### src/rtl/cfgLoadPkg.sv
package cfgLoadPkg;
  localparam int WORD_W    = 16;
  localparam int OFF_W     = 7;
  localparam int BYTE_W    = 8;
  localparam int FUNC_W    = 3;
  localparam int NUM_SLOTS = 15;
  localparam int MORE_BIT  = WORD_W - 1;

  typedef struct packed {
    logic              wrEn;
    logic [OFF_W-1:0]  wrOff;
    logic [BYTE_W-1:0] wrVal;
  } wrStrobe_t;

  typedef enum logic [1:0] {ST_HDR, ST_CFG, ST_SKIP, ST_DONE} loadState_t;

  // slot order is part of the output layout
  function automatic logic [OFF_W-1:0] slotOffset(input int slot);
    case (slot)
      0: return 7'h00;  1: return 7'h01;  2: return 7'h02;  3: return 7'h03;
      4: return 7'h06;  5: return 7'h09;  6: return 7'h0A;  7: return 7'h0B;
      8: return 7'h2C;  9: return 7'h2D; 10: return 7'h2E; 11: return 7'h2F;
      12: return 7'h3D; 13: return 7'h42; default: return 7'h43;
    endcase
  endfunction

  function automatic logic [BYTE_W-1:0] slotMask(input int slot);
    return (slotOffset(slot) == 7'h06) ? 8'h10 : 8'hFF;
  endfunction
endpackage

### src/rtl/cfgLoadCtrl.sv
module cfgLoadCtrl
  import cfgLoadPkg::*;
#(
  parameter logic [FUNC_W-1:0] LIVE_FUNC = '0
) (
  input  logic              clk,
  input  logic              rstN,
  input  logic              wordValid,
  input  logic [WORD_W-1:0] wordData,
  output logic              wordReady,
  output logic              loadDone,
  output wrStrobe_t         strobe
);
  loadState_t state, stateNext;
  logic       accept;
  logic       moreFlag;

  assign wordReady = (state != ST_DONE);
  assign loadDone  = (state == ST_DONE);
  assign accept    = wordValid && wordReady;
  assign moreFlag  = wordData[MORE_BIT];

  always_comb begin
    stateNext    = state;
    strobe.wrEn  = 1'b0;
    strobe.wrOff = wordData[MORE_BIT-1 -: OFF_W];
    strobe.wrVal = wordData[BYTE_W-1:0];
    if (accept) begin
      case (state)
        ST_HDR: begin
          if (!moreFlag)                                stateNext = ST_DONE;
          else if (wordData[FUNC_W-1:0] == LIVE_FUNC)   stateNext = ST_CFG;
          else                                          stateNext = ST_SKIP;
        end
        ST_CFG: begin
          strobe.wrEn = 1'b1;
          if (!moreFlag) stateNext = ST_HDR;
        end
        ST_SKIP: begin
          if (!moreFlag) stateNext = ST_HDR;
        end
        default: stateNext = ST_DONE;
      endcase
    end
  end

  always_ff @(posedge clk) begin
    if (!rstN) state <= ST_HDR;
    else       state <= stateNext;
  end
endmodule

### src/rtl/cfgShadowRegs.sv
module cfgShadowRegs
  import cfgLoadPkg::*;
#(
  parameter logic [BYTE_W-1:0] DEF_SEED = 8'h5A
) (
  input  logic                        clk,
  input  logic                        rstN,
  input  wrStrobe_t                   strobe,
  output logic [NUM_SLOTS*BYTE_W-1:0] shadowBytes
);
  for (genvar g = 0; g < NUM_SLOTS; g++) begin : gSlot
    localparam logic [OFF_W-1:0]  SLOT_OFF  = slotOffset(g);
    localparam logic [BYTE_W-1:0] SLOT_MASK = slotMask(g);
    localparam logic [BYTE_W-1:0] SLOT_DEF  =
      ({{(BYTE_W-OFF_W){1'b0}}, SLOT_OFF} ^ DEF_SEED) & SLOT_MASK;
    logic [BYTE_W-1:0] slotReg;

    always_ff @(posedge clk) begin
      if (!rstN)
        slotReg <= SLOT_DEF;
      else if (strobe.wrEn && strobe.wrOff == SLOT_OFF)
        slotReg <= strobe.wrVal & SLOT_MASK;
    end

    assign shadowBytes[g*BYTE_W +: BYTE_W] = slotReg;
  end
endmodule

### src/rtl/cfgWordLoader.sv
module cfgWordLoader
  import cfgLoadPkg::*;
#(
  parameter logic [FUNC_W-1:0] LIVE_FUNC = '0,
  parameter logic [BYTE_W-1:0] DEF_SEED  = 8'h5A
) (
  input  logic                        clk,
  input  logic                        rstN,
  input  logic                        wordValid,
  input  logic [WORD_W-1:0]           wordData,
  output logic                        wordReady,
  output logic                        loadDone,
  output logic [NUM_SLOTS*BYTE_W-1:0] shadowBytes
);
  wrStrobe_t strobe;

  cfgLoadCtrl #(.LIVE_FUNC(LIVE_FUNC)) uCtrl (
    .clk(clk), .rstN(rstN), .wordValid(wordValid), .wordData(wordData),
    .wordReady(wordReady), .loadDone(loadDone), .strobe(strobe)
  );

  cfgShadowRegs #(.DEF_SEED(DEF_SEED)) uRegs (
    .clk(clk), .rstN(rstN), .strobe(strobe), .shadowBytes(shadowBytes)
  );
endmodule

### config.mk
export PLATFORM = sky130hd
export DESIGN_NAME = cfgWordLoader
export DESIGN_NICKNAME = d
export VERILOG_FILES = /design/src/rtl/cfgLoadPkg.sv /design/src/rtl/cfgLoadCtrl.sv /design/src/rtl/cfgShadowRegs.sv /design/src/rtl/cfgWordLoader.sv
export SDC_FILE = /design/constraint.sdc
export NUM_CORES = 1
export LEC_CHECK = 0
export BUFFER_PORTS_ARGS = -buffer_cell sky130_fd_sc_hd__buf_2
export CAP_MARGIN = 20
export CORE_MARGIN = 2
export CORE_UTILIZATION = 50
export DETAILED_ROUTE_END_ITERATION = 16
export GPL_TIMING_DRIVEN = 0
export PLACE_DENSITY = 0.79
export SYNTH_ARGS = -nofsm -noshare
export SYNTH_HDL_FRONTEND = slang
export SYNTH_HIERARCHICAL = 1
export SYNTH_SLANG_ARGS = --single-unit
### constraint.sdc
create_clock -name clk -period 2.3 [get_ports clk]
set_input_delay 0.46 -clock clk [delete_from_list [all_inputs] [get_ports clk]]
set_output_delay 0.46 -clock clk [all_outputs]
set_load 0.005 [all_outputs]
# Word-level counts from Yosys, hierarchy flattened
# Cells that the tools add are included.
# W data, S select, Z words.
dict set report totals {
  register_bits 115
  latchBits 0
  mem_bits_rw 0
  rom_bits 0
  elab_cells 62
  memories 0
}
dict set report op_classes {
  n_addsub 0
  n_mul 0
  n_div 0
  order_cmp 0
  eq_ne 19
  shift 0
  mux 6
  bitwise 0
  n_reduce_logical 21
}
# cell n
set op_table {}
lappend op_table {{$eq A7 B6 Y1 const B} 5}
lappend op_table {{$eq A7 B4 Y1 const B} 3}
lappend op_table {{$logic_and A1 B1 Y1} 16}
lappend op_table {{$eq A7 B2 Y1 const B} 2}
lappend op_table {{$eq A7 B7 Y1 const B} 2}
lappend op_table {{$eq A7 B1 Y1 const B} 1}
lappend op_table {{$eq A7 B3 Y1 const B} 1}
lappend op_table {{$logic_not A7 Y1} 1}
lappend op_table {{$mux W2} 3}
lappend op_table {{$eq A2 B2 Y1 const B} 2}
lappend op_table {{$ne A2 B2 Y1 const B} 2}
lappend op_table {{$pmux W2 S2} 1}
lappend op_table {{$logic_not A3 Y1} 1}
lappend op_table {{$eq A2 B1 Y1 const B} 1}
lappend op_table {{$logic_not A2 Y1} 1}
lappend op_table {{$mux W1} 2}
lappend op_table {{$reduce_and A2 Y1} 1}
lappend op_table {{$reduce_or A2 Y1} 1}

# Depth between registers and ports, before layout
dict set report depth {
  ltp_word 4
  ltp_mapped 8
  depth_no_buf 6
}

# Hierarchy
# The synthesis kept the hierarchy.
# module n_inst cells_per_inst area_each_um2
set modules_own_cells {}
lappend modules_own_cells {cfgShadowRegs 1 430 4391.7}
lappend modules_own_cells {cfgLoadCtrl 1 34 279.0}

# Least setup slack after synthesis
# Ideal clock, no wire load.
dict set report synth_path {
  kind {register to register}
  start {register uCtrl.state[0]}
  end {register uRegs.gSlot[6].slotReg[5]}
  setup_time_ns 0.073
  arrival_ns 1.848
  t_required_ns 2.227
  setup_slack_ns 0.379
  stages_incl_launch_ff 9
  n_path_buf 2
  path_cell_list {dfxtp_1 ha_1 inv_1 and3_1 nor4bb_1 clkbuf_1 and2_1 clkbuf_1 mux2i_1}
}
# item line
set synth_rtl {}
lappend synth_rtl {{start: declaration} cfgLoadCtrl.sv:14} ;# loadState_t state, stateNext;
lappend synth_rtl {{start signal: assignment} cfgLoadCtrl.sv:49} ;# else state <= stateNext;
lappend synth_rtl {{end signal: assignment} cfgShadowRegs.sv:22} ;# slotReg <= strobe.wrVal & SLOT_MASK;
lappend synth_rtl {{end: declaration} cfgShadowRegs.sv:16} ;# logic [BYTE_W-1:0] slotReg;

==> results.sh <==
export IMPL_dp_hpwl_um=9015
export IMPL_nets=630
export IMPL_gr_total_overflow=0
export IMPL_synth_top_area_share_pct=49.29
export IMPL_path_cells="ha_1 > inv_1 > and3_1 > nor4bb_1 > buf_2 > nand2_1 > mux2i_1"
export IMPL_path_max_fanout=9
export IMPL_fmax_mhz=452.4
export IMPL_hp_start="wordData[5]"
export IMPL_viasPerCell=5.197
export IMPL_die_h_um=100.7
export IMPL_yosysMostFrequentCell="dfxtp_1"
export IMPL_rows=35
export IMPL_grt_use_total_pct=25.71
export IMPL_ios=141
export IMPL_ant_nets=0
export IMPL_critPathTopFamily="simple AND/OR/NAND/NOR gates"
export IMPL_setup_violations_final=0
export IMPL_yosysWarnings=6
export IMPL_fin_tns_setup_ns=0
export IMPL_route_detailed_drc=0
export IMPL_dr_pass1_iters=5
export IMPL_worst_slew_pin_slew_ns=0.7153
export IMPL_cts_root_buf="clkbuf_8"
export IMPL_hold_buffers=0
export IMPL_r2r_end="uRegs/gSlot[1].slotReg[0]"
export IMPL_start_util_pct=51.03
export IMPL_drive_gt1_share_pct=29.84
export IMPL_vias=3799
export IMPL_crit_start="uCtrl/state[0]"
export IMPL_path_buf_inv=2
export IMPL_wirelength_um=12470
export IMPL_antenna_cells=0
export IMPL_netlist_top_cells_area="dfxtp_1 49%, mux2i_1 21%, nor2b_1 6.6%"
export IMPL_synthMuxAreaShare_pct=21.22
export IMPL_synth_area_leader_cell="dfxtp_1"
export IMPL_cts_inserted_buffers=17
export IMPL_hold_class="primary input to flip-flop"
export IMPL_cts_tree="done"
export IMPL_maxCapViolCount=0
export IMPL_clk_latency_ns=0.50
export IMPL_wl_per_cell_um=17.06
export IMPL_multi_input_area_um2=2102
export IMPL_hold_depth=3
export IMPL_worstPathArrival_ns=2.56
export IMPL_dieArea_um2=10130
export IMPL_synth_cells=464
export IMPL_synth_top_family_by_area="multiplexers"
export IMPL_clkSinkCount=115
export IMPL_ys_async_sr_fraction_pct=0
export IMPL_grt_max_degree=17
export IMPL_seqCellArea_um2=2302
export IMPL_fillers=790
export IMPL_area_growth_syn_to_layout_pct=29.49
export IMPL_ys_seq_elements=115
export IMPL_yosys_area_share_adder_pct=0.8036
export IMPL_synth_compound_area_share_pct=3.697
export IMPL_netlist_area_um2=4671
export IMPL_htreeDepth=4
export IMPL_rr_worst_depth=7
export IMPL_final_cells=731
export IMPL_crit_type="flip-flop to flip-flop"
export IMPL_grt_pass1_vias=3963
export IMPL_clockBufferDepth=2
export IMPL_antenna_found_initial=0
export IMPL_period_needed_ns=2.211
export IMPL_critPathRequiredTime_ns=2.65
export IMPL_seq_area_frac_synth_pct=49.29
export IMPL_ys_top_cells_by_count="115 x dfxtp_1, 99 x mux2i_1, 75 x nand2_1"
export IMPL_clk_pin_slew_ns=0.06
export IMPL_p_leak_nw=3.086
export IMPL_final_core_util_pct=66.08
export IMPL_slew_headroom_pct=52.21
export IMPL_synthDistinctLibCells=33
export IMPL_crit_slowest_cell="nand2_1"
export IMPL_synth_simple_area_share_pct=18.48
export IMPL_min_period_over_period_pct=96.11
export IMPL_rr_startpoint="uCtrl/state[0]"
export IMPL_pre_cts_slack_ns=-0.08931
export IMPL_ir_drop_mv=0.3856
export IMPL_ys_flop_type="dfxtp_1"
export IMPL_synth_edf_count=0
export IMPL_power_density_nw_per_um2=809.4
export IMPL_end_kind="flip-flop"
export IMPL_holdPathEnd="uRegs/gSlot[8].slotReg[5]"
export IMPL_rsz0062_at_grt="true"
export IMPL_drt_iter0_drc=140
export IMPL_skew_ns=0.004950
export IMPL_fin_ws_ns=0.08949
export IMPL_io_buffers=121
export IMPL_grt_pass1_wl_um=20010
export IMPL_coreArea_um2=9153
export IMPL_slew_violations=0
export IMPL_status="complete, no violations"
export IMPL_dieWidth_um=100.7
export IMPL_worst_setup_path_start_kind="flip-flop"
export IMPL_reg2reg_slack_ns=0.09
export IMPL_postCtsSetupBuffers=0
export IMPL_gp_congestion=0.7738
export IMPL_dpl_cell_count=702
export IMPL_final_hold_violation_count=0
export IMPL_synth_xor_xnor_area_share_pct=0
export IMPL_max_stage_delay_ns=0.37
export IMPL_syn_area_per_cell_um2=10.07
-- final cells by class --
cell class | count | area share, %
clock inverter | 10 | 2.586
multi-input combinational | 298 | 34.75
inverter | 11 | 0.6827
tap | 111 | 2.296
buffer | 44 | 4.179
clock buffer | 21 | 7.427
sequential | 115 | 38.06
timing repair buffer | 121 | 10.01
-- registers in the layout (all words and copies together) (netlist names) --
register             count
uCtrl/state              2
uRegs/gSlot.slotReg    113
-- layer usage --
layer | global-route usage (%) | share of wire [%] | routed length, um | vias up
li1 | - | - | - | 1819
met1 | 30.09 | 42 | 5237 | 1835
met2 | 43.13 | 50 | 6239 | 129
met3 | 8.252 | 6.8 | 849 | 16
met4 | 11.17 | 1.1 | 141 | 0
met5 | 0 | 0 | 0 | -
-- power by group --
part	internal (mW)	switching (mW)	total, mW	leakage, nW
Clock	1.80	0.873	2.68	0.298
Sequential	2.00	0.00565	2.01	0.929
Combinational	0.0827	0.131	0.213	1.86
-- how the worst max path moves through the flow --
stage / depth (start not counted) / slack (ns) / end
after global routing: 7 / -0.09 / uRegs/gSlot[1].slotReg[5]
after floorplan: 8 / 0.38 / uRegs/gSlot[6].slotReg[5]
after detailed placement: 6 / -0.09 / uRegs/gSlot[0].slotReg[6]
final: 7 / 0.09 / uRegs/gSlot[1].slotReg[0]
after CTS: 8 / 0.07 / uRegs/gSlot[5].slotReg[2]
after global placement: 5 / -0.01 / uRegs/gSlot[5].slotReg[0]
-- per-stage QoR --
stage                     cell area (um2)  hold slack (ns)  power [mW]
after floorplan                      4693           0.4511       2.195
after global placement               5438           0.4408       2.249
after detailed placement             5438           0.4482       2.257
after CTS                            6056           0.2196       4.927
after global routing                 6048           0.2336       5.054
final                                6048           0.2439       4.895
-- kinds of logic after synthesis --
group	count (synthesis)
AOI/OAI and AO/OA	28
adders and majority gates	3
buffers and inverters	57
DFF	115
muxes	99
other	1
and+or+nand+nor	161
-- cells in the final DEF (no fill, tap or decap), drive strengths merged, types with 3 or more instances in the layout --
master	n
nand2b	7
nor2b	49
inv	11
conb	7
buf	146
a21oi	15
clkinv	5
mux2i	99
o21ai	3
bufinv	4
and2	3
nor3	3
nand2	76
nand3	8
dfxtp	115
clkbuf	40
ha	3
o211ai	8
-- worst register-to-register path, stage by stage, from the launching register on --
cell,delay (ns)
dfxtp_1,0.34
ha_1,0.23
inv_1,0.06
and3_1,0.29
nor4bb_1,0.29
buf_2,0.26
nand2_1,0.37
mux2i_1,0.22
-- timing repair --
item	in CTS	in global routing
pin swaps	0	0
hold endpoints to repair	0	0
endpoints found under the setup margin	18	37
resized for setup	3	0
No activity file was read; power rests on OpenSTA's default activity.
